<file path="src/rtl/lane_flag_pkg.sv">
package lane_flag_pkg;

    localparam int CLS_N      = 4;
    localparam int ST_ZRO     = 0;
    localparam int ST_SGN     = 1;
    localparam int ST_UNF     = 2;
    localparam int ST_OVF     = 3;
    localparam int STICKY_LSB = 6;
    localparam int STAT_W     = STICKY_LSB + CLS_N;
    localparam int GAP_W      = STICKY_LSB - CLS_N;

    typedef struct packed {
        logic ovf;
        logic unf;
        logic sgn;
        logic zro;
    } lane_cls_t;

    // Classify a lane from its decoded fields; zero/sign see the flushed value.
    function automatic lane_cls_t classify(input logic sgn, input logic ex_max,
                                           input logic ex_min, input logic man_nz,
                                           input logic flush);
        lane_cls_t c;
        logic      is_zero;
        is_zero = ex_min & (~man_nz | flush);
        c.ovf   = ex_max & man_nz;
        c.unf   = ex_min & man_nz;
        c.zro   = is_zero;
        c.sgn   = sgn & ~is_zero;
        return c;
    endfunction

endpackage

</file>
<file path="src/rtl/lane_inspect.sv">
module lane_inspect
    import lane_flag_pkg::*;
#(
    parameter int EXP_W = 8,
    parameter int MAN_W = 23,
    localparam int FP_W = 1 + EXP_W + MAN_W
) (
    input  logic [FP_W-1:0] lane_i,
    input  logic            flush_i,
    output lane_cls_t       cls_o,
    output logic [FP_W-1:0] lane_o
);

    logic             sgn;
    logic [EXP_W-1:0] ex;
    logic [MAN_W-1:0] man;
    logic             ex_max;
    logic             ex_min;
    logic             man_nz;

    assign {sgn, ex, man} = lane_i;

    always_comb begin
        ex_max = &ex;
        ex_min = ~|ex;
        man_nz = |man;
        cls_o  = classify(sgn, ex_max, ex_min, man_nz, flush_i);
        if (flush_i && ex_min && man_nz)
            lane_o = {sgn, {(FP_W-1){1'b0}}};
        else
            lane_o = lane_i;
    end

endmodule

</file>
<file path="src/rtl/flag_collect.sv">
module flag_collect
    import lane_flag_pkg::*;
#(
    parameter int LANES = 4,
    localparam int MAC_W = CLS_N * LANES
) (
    input  lane_cls_t [LANES-1:0] cls_i,
    input  logic [LANES-1:0]      en_i,
    output logic [MAC_W-1:0]      mac_o,
    output logic [CLS_N-1:0]      sum_o
);

    logic [LANES-1:0] ovf_v;
    logic [LANES-1:0] unf_v;
    logic [LANES-1:0] sgn_v;
    logic [LANES-1:0] zro_v;

    for (genvar k = 0; k < LANES; k++) begin : g_lane
        assign ovf_v[k] = cls_i[k].ovf & en_i[k];
        assign unf_v[k] = cls_i[k].unf & en_i[k];
        assign sgn_v[k] = cls_i[k].sgn & en_i[k];
        assign zro_v[k] = cls_i[k].zro & en_i[k];
    end

    assign mac_o = {ovf_v, unf_v, sgn_v, zro_v};

    always_comb begin
        sum_o         = '0;
        sum_o[ST_ZRO] = |zro_v;
        sum_o[ST_SGN] = |sgn_v;
        sum_o[ST_UNF] = |unf_v;
        sum_o[ST_OVF] = |ovf_v;
    end

endmodule

</file>
<file path="src/rtl/flag_store.sv">
module flag_store
    import lane_flag_pkg::*;
#(
    parameter int LANES = 4,
    localparam int MAC_W = CLS_N * LANES
) (
    input  logic              clk,
    input  logic              rst,
    input  logic              wr_i,
    input  logic              clr_i,
    input  logic [MAC_W-1:0]  mac_d,
    input  logic [CLS_N-1:0]  sum_d,
    output logic [MAC_W-1:0]  mac_q,
    output logic [STAT_W-1:0] status_q
);

    logic [CLS_N-1:0] sum_q;
    logic [CLS_N-1:0] sticky_q;

    always_ff @(posedge clk) begin
        if (rst) begin
            mac_q    <= '0;
            sum_q    <= '0;
            sticky_q <= '0;
        end else begin
            if (wr_i) begin
                mac_q <= mac_d;
                sum_q <= sum_d;
            end
            if (clr_i)
                sticky_q <= '0;
            else if (wr_i)
                sticky_q <= sticky_q | sum_d;
        end
    end

    assign status_q = {sticky_q, {GAP_W{1'b0}}, sum_q};

endmodule

</file>
<file path="src/rtl/lane_flag_unit.sv">
module lane_flag_unit
    import lane_flag_pkg::*;
#(
    parameter int LANES = 4,
    parameter int EXP_W = 8,
    parameter int MAN_W = 23,
    localparam int FP_W  = 1 + EXP_W + MAN_W,
    localparam int VEC_W = FP_W * LANES,
    localparam int MAC_W = CLS_N * LANES
) (
    input  logic              clk,
    input  logic              rst,
    input  logic [VEC_W-1:0]  res_vec,
    input  logic [LANES-1:0]  lane_en,
    input  logic              wr_stb,
    input  logic              flush_en,
    input  logic              clr_sticky,
    output logic [MAC_W-1:0]  mac_word,
    output logic [STAT_W-1:0] status_word,
    output logic [VEC_W-1:0]  clean_vec
);

    lane_cls_t [LANES-1:0] lane_cls;
    logic [MAC_W-1:0]      mac_next;
    logic [CLS_N-1:0]      sum_next;

    for (genvar k = 0; k < LANES; k++) begin : g_inspect
        lane_inspect #(
            .EXP_W(EXP_W),
            .MAN_W(MAN_W)
        ) insp_i (
            .lane_i (res_vec[k*FP_W +: FP_W]),
            .flush_i(flush_en),
            .cls_o  (lane_cls[k]),
            .lane_o (clean_vec[k*FP_W +: FP_W])
        );
    end

    flag_collect #(.LANES(LANES)) coll_i (
        .cls_i(lane_cls),
        .en_i (lane_en),
        .mac_o(mac_next),
        .sum_o(sum_next)
    );

    flag_store #(.LANES(LANES)) store_i (
        .clk     (clk),
        .rst     (rst),
        .wr_i    (wr_stb),
        .clr_i   (clr_sticky),
        .mac_d   (mac_next),
        .sum_d   (sum_next),
        .mac_q   (mac_word),
        .status_q(status_word)
    );

endmodule

</file>
<file path="config.mk">
export PLATFORM = sky130hd
export DESIGN_NAME = lane_flag_unit
export DESIGN_NICKNAME = d
export VERILOG_FILES = /design/src/rtl/lane_flag_pkg.sv /design/src/rtl/lane_inspect.sv /design/src/rtl/flag_collect.sv /design/src/rtl/flag_store.sv /design/src/rtl/lane_flag_unit.sv
export SDC_FILE = /design/constraint.sdc
export NUM_CORES = 1
export LEC_CHECK = 0
export ABC_CLOCK_PERIOD_IN_PS = 3030
export BUFFER_PORTS_ARGS = -buffer_cell sky130_fd_sc_hd__buf_2
export CAP_MARGIN = 10
export CELL_PAD_IN_SITES_DETAIL_PLACEMENT = 0
export CELL_PAD_IN_SITES_GLOBAL_PLACEMENT = 1
export CORE_MARGIN = 4
export CORE_UTILIZATION = 21
export DETAILED_ROUTE_END_ITERATION = 10
export PLACE_DENSITY = 0.82
export SETUP_SLACK_MARGIN = 0.5
export SLEW_MARGIN = 20
export SYNTH_ARGS = -nofsm -noshare
export SYNTH_HDL_FRONTEND = slang
export SYNTH_SLANG_ARGS = --single-unit
</file>
<file path="constraint.sdc">
create_clock -name clk -period 3.03 [get_ports clk]
set_input_delay 0.1515 -clock clk [delete_from_list [all_inputs] [get_ports clk]]
set_output_delay 0.1515 -clock clk [all_outputs]
set_load 0.03 [all_outputs]
</file>
# Yosys cells after proc, flatten, opt, wreduce, memory -nomap -nowiden

Cells that the tools add are included.
Widths: inputs -> output; s select.

Flip-flop bits (word level): 24
Input port bits: 137
Output and inout bits: 154
Word-level logic and storage cells: 81

Mux-type cells: 4
Bitwise gates (word level): 45
Reductions and logical operators: 29

Operator list:

| kind              | number |
|---|---|
| $mux 31           | 4 |
| $reduce_or 23->1  | 4 |
| $and 1x1->1       | 32 |
| $reduce_and 8->1  | 4 |
| $reduce_or 8->1   | 4 |
| $reduce_or 4->1   | 4 |
| $logic_and 1x1->1 | 8 |
| $not 1->1         | 8 |
| $logic_not 1->1   | 4 |
| $or 1x1->1        | 4 |
| $or 4x4->4        | 1 |
| $reduce_or 2->1   | 1 |

# Logic depth before layout (Yosys ltp)

Depth after elaboration: 9
Mapped depth: 6
Mapped depth without buffers: 5

# Cells and area by module

Synthesis repeated with hierarchy kept, for this count alone.

Cell total of the unflattened synthesis: 316
Area, all modules: 2736.4 sq um

Modules (own cells, without submodules):

| module       | times used | cells an instance | area each (sq um) | seq. area each (sq um) |
|---|---|---|---|---|
| lane_inspect | 4          | 54                | 429.2             | 0.0 |
| flag_store   | 1          | 80                | 878.3             | 480.5 |
| flag_collect | 1          | 20                | 141.4             | 0.0 |

# Least setup slack after synthesis

Ideal clock, no wire load.

Kind: input to output
Start: input port res_vec[16]
End: output port clean_vec[10]
Arrival time: 1.444 ns
Required time: 2.878 ns
Slack: 1.434 ns
Stages on the path: 6
Buffers on the path: 1
Cell sequence: nor4_1 > nand4_1 > or2_1 > nand2b_2 > buf_6 > and2_1

Word-level cells in the longest chain between the ends: 3

Ends and longest elaborated chain:

| element           | RTL line             | source |
|---|---|---|
| start, declared   | lane_flag_unit.sv:13 | `input logic [VEC_W-1:0] res_vec,` |
| $reduce_or 23->1  | lane_inspect.sv:26   | `man_nz = \|man;` |
| $logic_and 1x1->1 | lane_inspect.sv:28   | `if (flush_i && ex_min && man_nz)` |
| $mux 31           | lane_inspect.sv:28   |  |
| end, declared     | lane_flag_unit.sv:20 | `output logic [VEC_W-1:0] clean_vec` |

No other way between the ends.

# Worst setup path after layout

Start: input port res_vec[112]
End: output port clean_vec[110]

Same word-level chain as after synthesis.

==> run metrics <==
full die area 13000 sq um; DP Worst Slack 940 ps; overall power 1.02 mW; met3 GRT Util 0.0281; clock slew seen by the registers of the worst setup and hold paths approximately 80 ps; area grow syn2layout 59.3%; Reg2Reg Setup Slack roughly 2300 ps; Detailed Routing Iterations Pass 1 4; min cycle time layout 2060 ps; vias in the first global route about 3.1k; final setup vio count 0; WP data required 2880 ps; busiest grt layer met2; Seq cells post-synth 24; worst-path fanout max 23; GRT overflow 0; CP Capture Type primary output; Cells after DPL 714; ANT nets after route 0; initial antenna violation count 0; CP Launch Type primary input; n_diodes 0; row cnt 38; DP Area between 3000 and 4000 sq um; nets@finish 716; Synth Area per Inst between 6 and 7 sq um; Initial Util 0.216; Hold Buf Count CTS 0; Max Clk Rate about 0.49 GHz; via count 3205; Pins Over Slew Limit 0; Worst Min Path Start clr_sticky; Resize count post-CTS 0; fraction of registers with async set/reset 0; worst r2r src store_i.mac_q[15]$_SDFFE_PP0P_; top-level I/O count approximately 290; CTS sink count 24; Seq/Total Area, Yosys 0.204; GR Util met1 0.178; largest net degree at the start of global routing 28; H-tree Lvls 1; cells after synthesis about 340; global-route wire length before repair ~16000 um; Slew HR 0.606; hold slack 242 ps; clk_lat worst skew 260 ps; setup bufs post-CTS 0; Worst Setup SP res_vec[112]; die height 114 um; DRT iter0 DRCs 111; post-synthesis mux area share 0; share of cells above drive strength 1 0.532; final setup margin 975 ps; worst reg-to-reg path cell count 3; Max Root-Sink Buffers 2; PD cells 272 nW/um^2; Synth Area in Compound Gates 0.125; VDD IR max 0.151 mV; Total Wirelength 10400 um; Critical Path AT 1900 ps; Post-DP HPWL 9110 um; setup_tns 0 ps; Fin Clk Skew 0 ps; global placement routability congestion 0.862; status finished clean; Hold Crit Class primary input to flip-flop; routed len/inst 14.5 um; Vias/cell 4.47; area leader, netlist and2_1; static leakage 1.82 nW; Yosys warnings 0; design area between 3000 and 4000 sq um; worst-margin pin slew 589 ps; area of the mapped netlist 2350 sq um; # port buffers 288; post-synthesis simple-gate area fraction 0.553; DRC viols 0; main flop type after synthesis dfxtp_1; Synth cell types 33; largest family of logic cells by synthesized area simple AND/OR/NAND/NOR gates; die width 114 um; clock tree from TritonCTS built; Synth Area in Adders 0; post-synth top area share 0.245; Non-Filler Instances 717; Post-Synth XOR/XNOR Area 0; Final Hold Viols 0; synth top area cells and2_1 (24%), dfxtp_1 (20%), clkbuf_1 (5.9%); Clock Tree Root clkbuf_8; RSZ-0062 raised after global routing no; number of synthesized flops with an enable pin 0; maxcap violations 0; final core utilization 0.344; WS Path Type primary input to primary output; all-layer global routing usage 0.146; final worst path period share 0.678; reg2reg end store_i.mac_q[15]$_SDFFE_PP0P_; Core Footprint 10900 sq um; grt met2 use 0.272; crit path to clean_vec[110]; CTS Buf Count 3
[routing by layer]
layer,up-vias,share of wire
met3,4,0.064
met1,1446,0.41
li1,1631,-
met4,0,0.0038
met2,124,0.52
met5,-,0
[cell usage in the layout, fill, tap and decap left out, types with 3 or more instances in the layout]
cell type	n
nor4_1	22
and2_1	92
o21a_1	7
dfxtp_1	24
o21ai_0	9
a21oi_1	4
a31oi_1	9
or2_1	3
nor2b_1	8
o211ai_1	4
nand4_1	15
a22o_1	3
nor4_2	6
clkbuf_8	3
nand2b_2	3
o2111ai_1	4
nor3_1	9
nand2_1	16
nor3b_2	3
buf_2	288
nand3_1	8
nor2_1	24
[flip-flops by register name, summed over array words and instances (netlist names)]
register and count:
store_i.mac_q 16, store_i.sticky_q 4, store_i.sum_q 4
[Yosys cell counts, drive strengths merged (7+ instances only)]
cell type / number
a31oi: 9
clkbuf: 37
nor2b: 8
o21ai: 9
nor4: 28
nand3: 8
nand4: 15
buf: 15
dfxtp: 24
nand2: 16
o21a: 7
nor3: 9
nor2: 24
and2: 92
[where the power goes]
group          total, mW  switching [mW]  internal (mW)
clock              0.187          0.0984         0.0888
combinational      0.508           0.335          0.173
sequential         0.324         0.00265          0.321
[layout make-up]
cell class	instances	area (sq um)
multi-input cells	260	1600
repair buffers	288	1440
well taps	140	175
flip-flops and latches	24	480
inverters	2	7.51
clock buffers	3	41.3
fillers	1188	7140
[cell families (layout without fill, tap and decap cells)]
logic type / after synthesis / count (layout)
AO/OA/AOI/OAI: 43 / 43
buffers and inverters: 54 / 293
flip-flops: 24 / 24
other: 1 / 2
AND/OR/NAND/NOR: 215 / 215
[worst min path at each step]
| stage | to | cells after the start |
|---|---|---|
| floorplan | store_i.sticky_q[0]$_SDFFE_PP0P_ | 3 |
| global placement | store_i.mac_q[1]$_SDFFE_PP0P_ | 2 |
| detailed placement | store_i.mac_q[1]$_SDFFE_PP0P_ | 2 |
| CTS | store_i.sticky_q[0]$_SDFFE_PP0P_ | 4 |
| global route | store_i.sticky_q[1]$_SDFFE_PP0P_ | 3 |
| finish | store_i.sticky_q[0]$_SDFFE_PP0P_ | 4 |
[critical path: stages]
cell and delay, ps:
buf_2 100, nor4_1 370, nand4_1 360, or2_4 380, nand2b_4 170, and2_1 170
buf_2 200
Note: power is estimated with default switching activity, not from simulation.
